### src/rtl/ds3_alarm_pkg.sv
package ds3_alarm_pkg;
  localparam int NUM_FLAGS     = 3;
  localparam int FLG_OOF       = 0;
  localparam int FLG_AIC       = 1;
  localparam int FLG_FERF      = 2;
  localparam int ISR_LSB       = 1;  // flags occupy isr bits 3:1
  localparam int STAT_FERF_BIT = 4;

  typedef logic [NUM_FLAGS-1:0] flag_vec_t;
endpackage

### src/rtl/ds3_frame_alarm_det.sv
module ds3_frame_alarm_det #(
  parameter int NUM_X = 2
) (
  input  logic             clk_i,
  input  logic             rst_ni,
  input  logic             frame_vld_i,
  input  logic [NUM_X-1:0] xbits_i,
  input  logic             aic_i,
  output logic             ferf_o,
  output logic             ferf_chg_o,
  output logic             aic_chg_o
);
  logic seen_q, ferf_q, aic_q, ferf_now;

  assign ferf_now = ~|xbits_i;

  always_ff @(posedge clk_i or negedge rst_ni) begin
    if (!rst_ni) begin
      seen_q <= 1'b0;
      ferf_q <= 1'b0;
      aic_q  <= 1'b0;
    end else if (frame_vld_i) begin
      seen_q <= 1'b1;
      ferf_q <= ferf_now;
      aic_q  <= aic_i;
    end
  end

  assign ferf_chg_o = frame_vld_i & seen_q & (ferf_now ^ ferf_q);
  assign aic_chg_o  = frame_vld_i & seen_q & (aic_i ^ aic_q);
  assign ferf_o     = ferf_q;

  assert_ferf_hold_R2: assert property (@(posedge clk_i) disable iff (!rst_ni)
    !frame_vld_i |=> $stable(ferf_o));
  assert_no_evt_without_strobe_R2: assert property (@(posedge clk_i) disable iff (!rst_ni)
    !frame_vld_i |-> !(ferf_chg_o || aic_chg_o));
endmodule

### src/rtl/ds3_oof_watch.sv
module ds3_oof_watch (
  input  logic clk_i,
  input  logic rst_ni,
  input  logic oof_i,
  output logic oof_chg_o
);
  logic seen_q, oof_q;

  always_ff @(posedge clk_i or negedge rst_ni) begin
    if (!rst_ni) begin
      seen_q <= 1'b0;
      oof_q  <= 1'b0;
    end else begin
      seen_q <= 1'b1;
      oof_q  <= oof_i;
    end
  end

  assign oof_chg_o = seen_q & (oof_i ^ oof_q);
endmodule

### src/rtl/ds3_sticky_flags.sv
module ds3_sticky_flags #(
  parameter int N = 3
) (
  input  logic         clk_i,
  input  logic         rst_ni,
  input  logic [N-1:0] set_i,
  input  logic         clr_i,
  output logic [N-1:0] flags_o
);
  for (genvar g = 0; g < N; g++) begin : g_flag
    logic flag_q;
    always_ff @(posedge clk_i or negedge rst_ni) begin
      if (!rst_ni) flag_q <= 1'b0;
      else         flag_q <= (flag_q & ~clr_i) | set_i[g];  // set wins over clear
    end
    assign flags_o[g] = flag_q;

    assert_set_kept_R8: assert property (@(posedge clk_i) disable iff (!rst_ni)
      set_i[g] |=> flags_o[g]);
    assert_read_clears_R7: assert property (@(posedge clk_i) disable iff (!rst_ni)
      (clr_i && !set_i[g]) |=> !flags_o[g]);
    assert_no_spurious_set_R2: assert property (@(posedge clk_i) disable iff (!rst_ni)
      (!flags_o[g] && !set_i[g]) |=> !flags_o[g]);
  end
endmodule

### src/rtl/ds3_alarm_irq.sv
module ds3_alarm_irq
  import ds3_alarm_pkg::*;
#(
  parameter int                 NUM_X     = 2,
  parameter int                 ADDR_W    = 8,
  parameter int                 DATA_W    = 8,
  parameter logic [ADDR_W-1:0]  STAT_ADDR = 'h11,
  parameter logic [ADDR_W-1:0]  ISR_ADDR  = 'h12,
  parameter logic [NUM_FLAGS-1:0] IRQ_EN  = '1
) (
  input  logic              clk_i,
  input  logic              rst_ni,
  input  logic              frame_vld_i,
  input  logic [NUM_X-1:0]  xbits_i,
  input  logic              aic_i,
  input  logic              oof_i,
  input  logic              rd_i,
  input  logic [ADDR_W-1:0] addr_i,
  output logic [DATA_W-1:0] rdata_o,
  output logic              irq_o
);
  localparam int ISR_MSB = ISR_LSB + NUM_FLAGS - 1;

  logic       ferf, ferf_chg, aic_chg, oof_chg;
  logic       stat_hit, isr_hit;
  flag_vec_t  evt, flags;
  logic [DATA_W-1:0] rdata_d, rdata_q;

  ds3_frame_alarm_det #(.NUM_X(NUM_X)) u_det (
    .clk_i, .rst_ni, .frame_vld_i, .xbits_i, .aic_i,
    .ferf_o(ferf), .ferf_chg_o(ferf_chg), .aic_chg_o(aic_chg)
  );

  ds3_oof_watch u_oof (.clk_i, .rst_ni, .oof_i, .oof_chg_o(oof_chg));

  always_comb begin
    evt           = '0;
    evt[FLG_FERF] = ferf_chg;
    evt[FLG_AIC]  = aic_chg;
    evt[FLG_OOF]  = oof_chg;
  end

  assign stat_hit = rd_i && (addr_i == STAT_ADDR);
  assign isr_hit  = rd_i && (addr_i == ISR_ADDR);

  ds3_sticky_flags #(.N(NUM_FLAGS)) u_flags (
    .clk_i, .rst_ni, .set_i(evt), .clr_i(isr_hit), .flags_o(flags)
  );

  always_comb begin
    rdata_d = '0;
    if (stat_hit) rdata_d[STAT_FERF_BIT]    = ferf;
    if (isr_hit)  rdata_d[ISR_MSB:ISR_LSB]  = flags;
  end

  always_ff @(posedge clk_i or negedge rst_ni) begin
    if (!rst_ni) rdata_q <= '0;
    else         rdata_q <= rdata_d;
  end

  assign rdata_o = rdata_q;
  assign irq_o   = |(flags & IRQ_EN);

  assert_status_ferf_R1: assert property (@(posedge clk_i) disable iff (!rst_ni)
    stat_hit |=> (rdata_o[STAT_FERF_BIT] == $past(ferf)));
  assert_isr_readback_R7: assert property (@(posedge clk_i) disable iff (!rst_ni)
    isr_hit |=> (rdata_o[ISR_MSB:ISR_LSB] == $past(flags)));
  assert_quiet_when_idle_R7: assert property (@(posedge clk_i) disable iff (!rst_ni)
    !rd_i |=> (rdata_o == '0));
endmodule

### config.mk
export PLATFORM = sky130hd
export DESIGN_NAME = ds3_alarm_irq
export DESIGN_NICKNAME = d
export VERILOG_FILES = /design/src/rtl/ds3_alarm_pkg.sv /design/src/rtl/ds3_frame_alarm_det.sv /design/src/rtl/ds3_oof_watch.sv /design/src/rtl/ds3_sticky_flags.sv /design/src/rtl/ds3_alarm_irq.sv
export SDC_FILE = /design/constraint.sdc
export NUM_CORES = 1
export LEC_CHECK = 0
export BUFFER_PORTS_ARGS = -buffer_cell sky130_fd_sc_hd__buf_2
export CAP_MARGIN = 10
export CORE_AREA = 2 2 39 41
export CTS_CLUSTER_DIAMETER = 100
export DETAILED_ROUTE_END_ITERATION = 6
export DIE_AREA = 0 0 41 43
export MAX_ROUTING_LAYER = met4
export PLACE_DENSITY = 0.76
export SYNTH_ARGS = -nofsm -noshare
export SYNTH_HDL_FRONTEND = slang
export SYNTH_SLANG_ARGS = --single-unit
### constraint.sdc
create_clock -name clk_i -period 1.7 [get_ports clk_i]
set_input_delay 0.255 -clock clk_i [delete_from_list [all_inputs] [get_ports clk_i]]
set_output_delay 0.255 -clock clk_i [all_outputs]
set_load 0.1 [all_outputs]
## After elaboration in Yosys (flattened, before gate mapping)

Index checks and enable logic that the tools add are counted.

- Bits of input ports: 16
- Output and inout port bits: 9
- Logic and storage cells: 32
- Bits in registers: 12

- Reductions and logical operators: 5
- Bitwise logic cells: 14
- Multiplexer cells: 2
- Eq/ne operators: 2

Operator list:

| operator | count |
|---|---|
| $eq 8x5->1 const B | 2 |
| $and 1x1->1 | 7 |
| $mux 3 | 1 |
| $or 1x1->1 | 3 |
| $reduce_or 3->1 | 1 |
| $xor 1x1->1 | 3 |
| $logic_and 1x1->1 | 2 |
| $reduce_or 2->1 | 1 |
| $logic_not 1->1 | 1 |
| $mux 1 | 1 |
| $not 1->1 | 1 |

## Depth between registers and ports, before layout

Gate-level depths: netlist of run 1.

- Depth after elaboration: 5
- Depth in mapped cells: 3
- Mapped depth without buffers: 3

## Cells and area by module

Synthesis of run 1 repeated with hierarchy kept, for this count alone.

- Cell total of the unflattened synthesis: 49
- Area, all modules: 550.5 um^2

By module, submodules not included:

| module | sequential area each (um^2) | cells an instance | times used | area an instance (um^2) |
|---|---|---|---|---|
| ds3_alarm_irq | 100.1 | 21 | 1 | 217.7 |
| ds3_frame_alarm_det | 75.1 | 13 | 1 | 140.1 |
| ds3_sticky_flags | 75.1 | 10 | 1 | 123.9 |
| ds3_oof_watch | 50.0 | 5 | 1 | 68.8 |

## Least setup slack after synthesis of run 1

OpenSTA, ideal clock, no wires.

- Path type: register -> output
- Start: register u_flags.g_flag[2].flag_q
- End: output port irq_o
- Data arrival time: 1.154 ns
- Data required time: 1.445 ns
- Slack: 0.291 ns
- Path buffers: 0
- Stages on the path, launching flop included: 3
- Cells stage by stage: dfrtp_1 inv_1 nand3_1

- Longest elaborated chain between the ends: 1

RTL lines:

| what | line | source |
|---|---|---|
| from (decl) | ds3_sticky_flags.sv:11 | `logic flag_q;` |
| from (signal assigned) | ds3_sticky_flags.sv:14 | `else flag_q <= (flag_q & ~clr_i) \| set_i[g];` |
| $reduce_or 3->1 | ds3_alarm_irq.sv:62 | `assign irq_o = \|(flags & IRQ_EN);` |
| to (decl) | ds3_alarm_irq.sv:20 | `output logic irq_o` |

Every way passes these cells.

## Final worst setup path of run 1

- Start: register u_flags.g_flag[0].flag_q
- End: output port irq_o

- Longest elaborated chain between the ends: 1

RTL lines:

| what | line |
|---|---|
| from (decl) | ds3_sticky_flags.sv:11 |
| from (signal assigned) | ds3_sticky_flags.sv:14 |
| $reduce_or 3->1 | ds3_alarm_irq.sv:62 |

Every way passes these cells.

==> impl_metrics.toml, run 1 <==
[grt]
track_usage_pct = 12.19
grt_antenna_before_repair = 0
grt_pass1_wl_um = 1366
grt-ovfl-total = 0
grt_pass1_vias = 349
grt_start_max_net_pins = 13
use_met3_pct = 4.712
grt_use_met2_pct = 19.38
grt-busiest-layer = "met2"
globalRouteMet1Util_pct = 12.37

[clock_tree]
cts_resized = 0
clock_path_buffers = 2
clk_latency_ns = 0.26
clk_pin_slew_worst_paths_ns = 0.06
cts_buffers = 3
cts-root-buf = "clkbuf_4"
htree_levels = 1
holdBufCountCts = 1
tritoncts = "yes"
clock_sinks = 12
post-cts-setup-buffers = 0

[finish]
utilization_pct = 46.65
synthToLayoutAreaGrowth_pct = 26.16
drive_gt1_share_pct = 43.75
final_cells = 80
antenna_cells = 0
fin_nets = 82

[setup_path]
crit_arrival_ns = 1.17
end_kind = "output port"
critPathLaunchType = "flip-flop"
critPathKind = "reg -> out"
r2r_start = "u_det.ferf_o"
critPathLaunch = "u_flags.g_flag[0].flag_q"
cp_data_required_time_ns = 1.44
crit_fanout = 2

[timing]
hold_viol = 0
fin_ws_ns = 0.2767
fmax_ghz = 0.7026
finalCriticalPeriod_ns = 1.423
finalSetupViolations = 0
fin_crit_sh_pct = 83.72
rsz0062_at_grt = "no"
final-max-slew-violation-count = 0
finalSetupTns_ns = 0
fin_skew_ns = 0.004894

[detailed_routing]
ant_nets = 0
drt-initial-drc-count = 0
wl_um = 783
drc_errors = 0
first_pass_iters = 1
viasPerCell = 4.363
routedWlPerCell_um = 9.788
num_vias = 349

[synthesis]
syn_area_sq_um = 511.7
synth_cell_types = 16
yosys_warnings = 0
synth_largest_area_cell = "dfrtp_1"
synthTopCellsByArea = "dfrtp_1 59%, buf_4 5.9%, xor2_1 5.1%, nor4b_4 4.6%, mux2_2 4.4%"
synthCells = 41
synth_flop_cell = "dfrtp_1"
synth-seq-area-share_pct = 58.68
avgSynthCellArea_sq_um = 12.48
async_flop_share_pct = 100.0
post-synth-top-count-cell = "dfrtp_1"
yosys-top-cells-count = "12 x dfrtp_1, 4 x buf_4, 4 x nor2_1"
yosysTopAreaCellShare_pct = 58.68
synth_edf_count = 0
ys_ff_latch = 12

[power]
p_sw_share_pct = 26.63
power_frac_seq_pct = 54.5
p_switching_uw = 145.3
intPower_uw = 400.4
p_per_area_nw_per_um2 = 845.3
power.share.clock_pct = 29.7
peakVddDrop_mv = 0.3735
p_leak_nw = 0.3560
p_comb_share_pct = 15.8

[min_path]
hold_start = "oof_i"
hold_path_class = "in -> reg"

[floorplanning]
num_rows = 14
die_width_um = 41
num_io_pins = 25
die_height_um = 43
initial_core_util_pct = 36.98
die_area_sq_um = 1763
core-area_sq_um = 1384

[placed_design]
portBuffers = 20
place_worst_setup_slack_ns = 0.4069
place_hpwl_um = 662.3
gp_routability_congestion = 0.6670
placed_cells = 76

[job]
cap_violations = 0

[outcome]
status = "finished, final reports clean"
placed cells by master (no fill, tap or decap):
| cell type | netlist | layout |
|---|---|---|
| nor3_1 | 1 | 1 |
| conb_1 | 2 | 5 |
| nor2_1 | 4 | 4 |
| clkbuf_4 | 0 | 3 |
| nand3_1 | 1 | 1 |
| nor3b_1 | 1 | 1 |
| dlygate4sd3_1 | 0 | 1 |
| nand2_1 | 2 | 2 |
| a22o_1 | 1 | 1 |
| xor2_1 | 3 | 3 |
| a32o_1 | 2 | 2 |
| nand4b_2 | 1 | 1 |
| inv_1 | 3 | 3 |
| buf_2 | 0 | 20 |
| mux2_2 | 2 | 2 |
| nor4b_4 | 1 | 1 |
| dfrtp_1 | 12 | 12 |
| or2_2 | 1 | 1 |
routing by layer:
layer	part of all wire [%]	vias to the layer above
met4	0.51	0
met5	0	-
met3	6.6	2
met2	56	9
li1	-	175
met1	37	163
path summary, 6_finish.rpt:
check	endpoint	slack [ns]	depth (start not counted)
max in group asynchronous	rdata_o[2]	1.10	2
min	u_oof.oof_q	0.13	1
min in group asynchronous	rdata_o[4]	0.39	2
max	irq_o	0.28	3
max reg2reg	u_flags.g_flag[2].flag_q	0.77	2
min reg2reg	u_flags.g_flag[0].flag_q	0.46	1
power by group through the flow:
stage          registers, mW  clock network [mW]  logic (mW)
2_1_floorplan          0.303                   0      0.0626
3_3_place_gp           0.303                   0      0.0839
3_5_place_dp           0.303                   0      0.0858
4_1_cts                0.297               0.168      0.0875
5_1_grt                0.299               0.187      0.0931
6_report               0.297               0.162      0.0862
critical path, cell delays in order (launching register included):
cell and delay (ns):
dfrtp_1 0.36, inv_1 0.06, nand3_1 0.07, buf_2 0.42
kinds of logic after synthesis:
| logic type | Yosys count | share of synthesized area (%) |
|---|---|---|
| buffers and inverters | 7 | 8.069 |
| other | 2 | 1.468 |
| AO/OA/AOI/OAI | 3 | 5.624 |
| multiplexers | 2 | 4.401 |
| AND/OR/NAND/NOR | 12 | 16.62 |
| XOR/XNOR | 3 | 5.135 |
| flip-flops | 12 | 58.68 |
metrics by stage:
stage               total power, mW  area, sq um  hold slack, ns
floorplan                    0.3661        523.0        -0.04059
global placement             0.3868        613.1          0.1373
detailed placement           0.3888        613.1          0.1430
CTS                          0.5531        645.6          0.1229
global route                 0.5787        645.6          0.1185
finish                       0.5458        645.6          0.1278
sequential cells by signal, summed over array words and instances, names as in the netlist:
name,cells
u_oof.oof_q,1
rdata_o,4
u_det.seen_q,1
u_det.ferf_o,1
u_oof.seen_q,1
u_det.aic_q,1
u_flags.g_flag.flag_q,3
layout make-up:
class	instances	area [sq um]
clock buffers	3	22.52
fillers	137	738.2
inverters	3	11.26
multi-input cells	25	181.4
flip-flops and latches	12	300.3
well taps	16	20.02
repair buffers	21	110.1
Note: power is estimated with default switching activity, not from simulation.
==> run 2, diff against run 1 <==
- ABC_AREA: not set -> 1
- PLACE_DENSITY: 0.76 -> 0.77
- clock period: 1.7 -> 1.35 ns (I/O delays scaled with it)
==> run 2 against run 1 <==
  * Combinational power grew 32%
  * Critical endpoint unchanged
  * Area after synthesis grew 3.7%
  * First-iteration DRC count grew 12
  * Via count grew 28%
  * Design area grew 8.1%
  * Routed wire length grew 24%
==> impl_metrics.toml, run 2 <==
[timing]
fmax_ghz = 0.8226
finalSetupViolations = 0
rsz0062_at_grt = "no"
fin_crit_sh_pct = 90.05
finalSetupTns_ns = 0
final-max-slew-violation-count = 0
fin_skew_ns = 0.0003417
finalCriticalPeriod_ns = 1.216
hold_viol = 0
fin_ws_ns = 0.1344

[setup_path]
r2r_end = "u_flags.g_flag[0].flag_q"
critPathLaunch = "u_flags.g_flag[0].flag_q"
reg2reg_depth = 3
crit_arrival_ns = 1.01
crit_fanout = 2
critPathKind = "reg -> out"
critPathLaunchType = "flip-flop"
end_kind = "output port"
r2r_slack_ns = 0.45
r2r_start = "u_oof.oof_q"
cp_data_required_time_ns = 1.15

[floorplanning]
num_rows = 14
num_io_pins = 25
die_width_um = 41
initial_core_util_pct = 38.34
core-area_sq_um = 1384
die_height_um = 43
die_area_sq_um = 1763

[min_path]
worstHoldEndpoint = "u_oof.oof_q"
hold_depth = 1
hold_path_class = "in -> reg"
hold_start = "oof_i"

[grt]
grt_antenna_before_repair = 0
grt-busiest-layer = "met2"
grt_start_max_net_pins = 13
use_met3_pct = 3.141
grt_use_met2_pct = 24.69
track_usage_pct = 14.76
grt_pass1_wl_um = 1621
grt-ovfl-total = 0
globalRouteMet1Util_pct = 12.93
grt_pass1_vias = 455

[detailed_routing]
first_pass_iters = 4
wl_um = 974
ant_nets = 0
num_vias = 447
drt-initial-drc-count = 12
routedWlPerCell_um = 9.456
viasPerCell = 4.340
drc_errors = 0

[placed_design]
portBuffers = 20
place_worst_setup_slack_ns = 0.4242
gp_routability_congestion = 0.7018
placed_cells = 98
place_hpwl_um = 717.9

[synthesis]
ys_ff_latch = 12
syn_area_sq_um = 530.5
synth_edf_count = 0
synth-seq-area-share_pct = 56.60
post-synth-top-count-cell = "nand2_1"
synth_cell_types = 13
avgSynthCellArea_sq_um = 8.421
async_flop_share_pct = 100.0
synth_largest_area_cell = "dfrtp_1"
synthTopCellsByArea = "dfrtp_1 57%, nand2_1 11%, nor2_1 8.5%, buf_4 5.7%, inv_1 5.0%"
synthCells = 63
yosysTopAreaCellShare_pct = 56.60
yosys-top-cells-count = "16 x nand2_1, 12 x dfrtp_1, 12 x nor2_1"
yosys_warnings = 0
synth_flop_cell = "dfrtp_1"

[finish]
final_cell_mix = "19 x buf_2, 16 x nand2_1, 12 x nor2_1, 12 x dfrtp_1, 7 x inv_1"
final_common_cell = "buf_2"
synthToLayoutAreaGrowth_pct = 31.60
final_cells = 103
drive_gt1_share_pct = 34.48
antenna_cells = 0
fin_nets = 104
fillCellCount = 131
largest_register_ffs = 4

[clock_tree]
clk_pin_slew_worst_paths_ns = 0.07
cts-root-buf = "clkbuf_4"
cts_buffers = 3
cts_resized = 0
holdBufCountCts = 1
clock_path_buffers = 2
post-cts-setup-buffers = 0
clk_latency_ns = 0.27
tritoncts = "yes"
clock_sinks = 12
htree_levels = 1

[power]
intPower_uw = 563.1
power.share.clock_pct = 36.6
p_per_area_nw_per_um2 = 1103
p_sw_share_pct = 26.89
power_frac_seq_pct = 48.6
p_leak_nw = 0.4071
p_comb_share_pct = 14.8
p_switching_uw = 207.2
peakVddDrop_mv = 0.4569

[job]
cap_violations = 0

[outcome]
status = "finished, final reports clean"
run 2: changes by cell type after synthesis, sizes merged, moves of 2 or more:
cell,change
xor2,-3
nor2,+9
nand3,+2
inv,+4
nand2,+15
a32o,-2
run 2: how the worst max path moves through the flow:
| stage | endpoint | cells past startpoint |
|---|---|---|
| 3_5_place_dp | irq_o | 3 |
| 3_3_place_gp | rdata_o[3] | 1 |
| 5_1_grt | irq_o | 3 |
| 2_1_floorplan | irq_o | 2 |
| 6_report | irq_o | 3 |
| 4_1_cts | irq_o | 3 |
run 2: per-stage QoR:
step / total power, mW / area [sq um] / utilization (%) / hold WS, ns
floorplan: 0.4648 / 546.8 / - / -0.09309
global placement: 0.4888 / 651.9 / 47.11 / 0.08669
detailed placement: 0.4924 / 651.9 / 47.11 / 0.09567
CTS: 0.7842 / 698.2 / 50.45 / 0.04917
global route: 0.8070 / 698.2 / 50.45 / 0.04703
finish: 0.7703 / 698.2 / 50.45 / 0.06149
run 2: routing by layer:
layer  part of all wire, %  wire length, um
met1                    35              337
met2                    55              531
met3                   9.2               90
met4                   1.4               14
met5                     0                0
run 2: worst max-delay path, stage by stage (launching register included):
cell	delay, ns
dfrtp_1	0.38
inv_1	0.09
nand3_2	0.10
buf_12	0.18
run 2: cell families (layout without fill, tap and decap cells):
family,after synthesis,after routing,share of synthesized area (%)
muxes,1,1,2.122
and+or+nand+nor,36,36,28.30
DFF,12,12,56.60
AOI/OAI and AO/OA,1,1,0.9425
buffers and inverters,11,32,10.61
other,2,5,1.416
run 2: power groups by stage:
stage,clock (mW),combinational [mW],sequential [mW]
2_1_floorplan,0,0.0836,0.381
3_3_place_gp,0,0.109,0.380
3_5_place_dp,0,0.111,0.381
4_1_cts,0.295,0.115,0.374
5_1_grt,0.305,0.127,0.376
6_report,0.282,0.114,0.374
run 2: cell type report:
type	instances	area [sq um]	area share [%]
repair buffers	21	125.1	17.92
flip-flops and latches	12	300.3	43.01
multi-input cells	43	190.2	27.24
inverters	7	26.28	3.763
clock buffers	4	36.28	5.197
well taps	16	20.02	2.867
==> run 3, diff against run 2 <==
- CORE_AREA: 2 2 39 41 -> not set
- CORE_UTILIZATION: not set -> 44
- DIE_AREA: 0 0 41 43 -> not set
- PLACE_DENSITY: 0.77 -> 0.82
- SYNTH_HIERARCHICAL: not set -> 1
==> run 3 against run 2 <==
  * Register-to-register slack improved by 0.09 ns
  * Area after synthesis rose by 9.2%
  * First-iteration DRC count fell by 83%
  * Clock power fell by 26%
  * Clock skew barely moved
  * Cell count did not move
  * Critical path type unchanged
  * Critical endpoint unchanged
  * Largest power group unchanged
==> impl_metrics.toml, run 3 <==
[grt]
grt_pass1_wl_um = 1386
use_met3_pct = 6.977
grt_antenna_before_repair = 0
grt_use_met2_pct = 27.97
grt-busiest-layer = "met2"
grt-ovfl-total = 0
grt_pass1_vias = 377
track_usage_pct = 14.67
grt_start_max_net_pins = 13
globalRouteMet1Util_pct = 12.88

[synthesis]
synthTopCellsByArea = "dfrtp_1 52%, buf_4 9.1%, nand2_1 7.8%, inv_1 6.5%, nor2_1 5.2%"
yosysTopAreaCellShare_pct = 51.84
async_flop_share_pct = 100.0
avgSynthCellArea_sq_um = 8.396
synth_largest_area_cell = "dfrtp_1"
synth_edf_count = 0
synthCells = 69
synth_flop_cell = "dfrtp_1"
ys_ff_latch = 12
yosys_warnings = 6
synth-seq-area-share_pct = 51.84
syn_area_sq_um = 579.3
synth_cell_types = 17
yosys-top-cells-count = "12 x dfrtp_1, 12 x nand2_1, 10 x inv_1"

[detailed_routing]
viasPerCell = 4.262
drt-initial-drc-count = 2
wl_um = 856
ant_nets = 0
drc_errors = 0
num_vias = 439
first_pass_iters = 2
routedWlPerCell_um = 8.311

[timing]
fin_crit_sh_pct = 88.89
rsz0062_at_grt = "no"
fin_skew_ns = 0.0007584
finalCriticalPeriod_ns = 1.200
finalSetupTns_ns = 0
hold_viol = 0
finalSetupViolations = 0
fmax_ghz = 0.8333
final-max-slew-violation-count = 0

[min_path]
hold_path_class = "in -> reg"
hold_depth = 1

[clock_tree]
clock_sinks = 12
htree_levels = 1
clk_pin_slew_worst_paths_ns = 0.07
cts-root-buf = "clkbuf_4"
post-cts-setup-buffers = 0
clk_latency_ns = 0.26
tritoncts = "yes"
cts_buffers = 3
clock_path_buffers = 2

[setup_path]
critPathLaunchType = "flip-flop"
end_kind = "output port"
cpMaxStageDelayCell = "dfrtp_1"
crit_fanout = 2
crit_arrival_ns = 1.00
critPathKind = "reg -> out"
slowest_delay_ns = 0.38
cp_data_required_time_ns = 1.15
critical_path.cell_chain = "inv_1 > nand3_2 > buf_12"
reg2reg_depth = 6

[floorplanning]
initial_core_util_pct = 49.47
die_width_um = 38.29
core-area_sq_um = 1171
die_height_um = 38.29
num_rows = 12
num_io_pins = 25
die_area_sq_um = 1466

[placed_design]
gp_routability_congestion = 0.7175
place_hpwl_um = 690
placed_cells = 99
portBuffers = 20

[power]
p_per_area_nw_per_um2 = 990.7
peakVddDrop_mv = 0.9022
p_leak_nw = 0.3956

[finish]
drive_gt1_share_pct = 37.08
fin_nets = 107
largest_register_ffs = 4
fillCellCount = 110
final_common_cell = "buf_2"
final_cell_mix = "19 x buf_2, 12 x dfrtp_1, 12 x nand2_1, 10 x inv_1, 8 x nor2_1"
final_cells = 103
synthToLayoutAreaGrowth_pct = 22.25
antenna_cells = 0

[outcome]
status = "finished, final reports clean"

[job]
cap_violations = 0
[run 3: final cells by class]
cell class | count | area [sq um] | area share (%)
sequential | 12 | 300.3 | 42.40
timing repair buffer | 21 | 125.1 | 17.67
multi-input combinational | 41 | 197.7 | 27.92
clock buffer | 3 | 22.52 | 3.180
inverter | 12 | 45.04 | 6.360
tap | 14 | 17.52 | 2.473
[run 3: final timing paths]
path | startpoint | endpoint | slack, ns
max | u_flags/g_flag[2].flag_q | irq_o | 0.15
min | oof_i | u_oof/oof_q | 0.07
max reg2reg | u_det/seen_q | u_flags/g_flag[2].flag_q | 0.54
min reg2reg | u_flags/g_flag[0].flag_q | u_flags/g_flag[0].flag_q | 0.48
max in group asynchronous | rst_ni | u_flags/g_flag[1].flag_q | 0.80
min in group asynchronous | rst_ni | rdata_o[3] | 0.34
[run 3: worst max-delay path, delay by kind of cell, from the launching register on]
kind                   cells  cell delay (ns)
AND/OR/NAND/NOR            1             0.10
flip-flops                 1             0.38
buffers and inverters      2             0.26
[run 3: timing repair]
action / CTS / global route
endpoints found under the hold margin: 12 / 0
gates resized for setup: 0 / 0
hold buffers: 1 / 0
[run 3: stage by stage]
| stage | setup WS [ns] | total power [mW] | cell area (sq um) | utilization [%] | hold slack [ns] |
|---|---|---|---|---|---|
| finish | 0.1499 | 0.7016 | 708.2 | 60.47 | 0.07046 |
| global route | 0.08574 | 0.7369 | 708.2 | 60.47 | 0.06480 |
| CTS | 0.1388 | 0.7128 | 708.2 | 60.47 | 0.06433 |
| detailed placement | 0.3839 | 0.4996 | 675.6 | 57.69 | 0.09240 |
| global placement | 0.4211 | 0.4961 | 675.6 | 57.69 | 0.08755 |
| floorplan | 0.1493 | 0.4719 | 595.6 | - | -0.09309 |
[run 3: kinds of logic (layout without fill, tap and decap cells)]
kind of cell	count (synthesis)	count (layout)	synth area share (%)
buf+inv	19	36	16.85
simple gates	33	33	26.78
xor+xnor	1	1	1.512
other cells	2	5	1.296
compound gates	2	2	1.728
flops	12	12	51.84
[run 3: layer usage]
| layer | wire length, um | vias up |
|---|---|---|
| met5 | 0 | - |
| met3 | 60 | 0 |
| met1 | 340 | 190 |
| met2 | 455 | 17 |
| li1 | - | 232 |
| met4 | 0 | 0 |
[run 3: report_power, final]
group	total [mW]	leakage, nW	internal, mW	switching [mW]
clock network	0.208	0.0138	0.103	0.105
registers	0.374	0.139	0.368	0.00575
logic	0.119	0.242	0.0327	0.0867
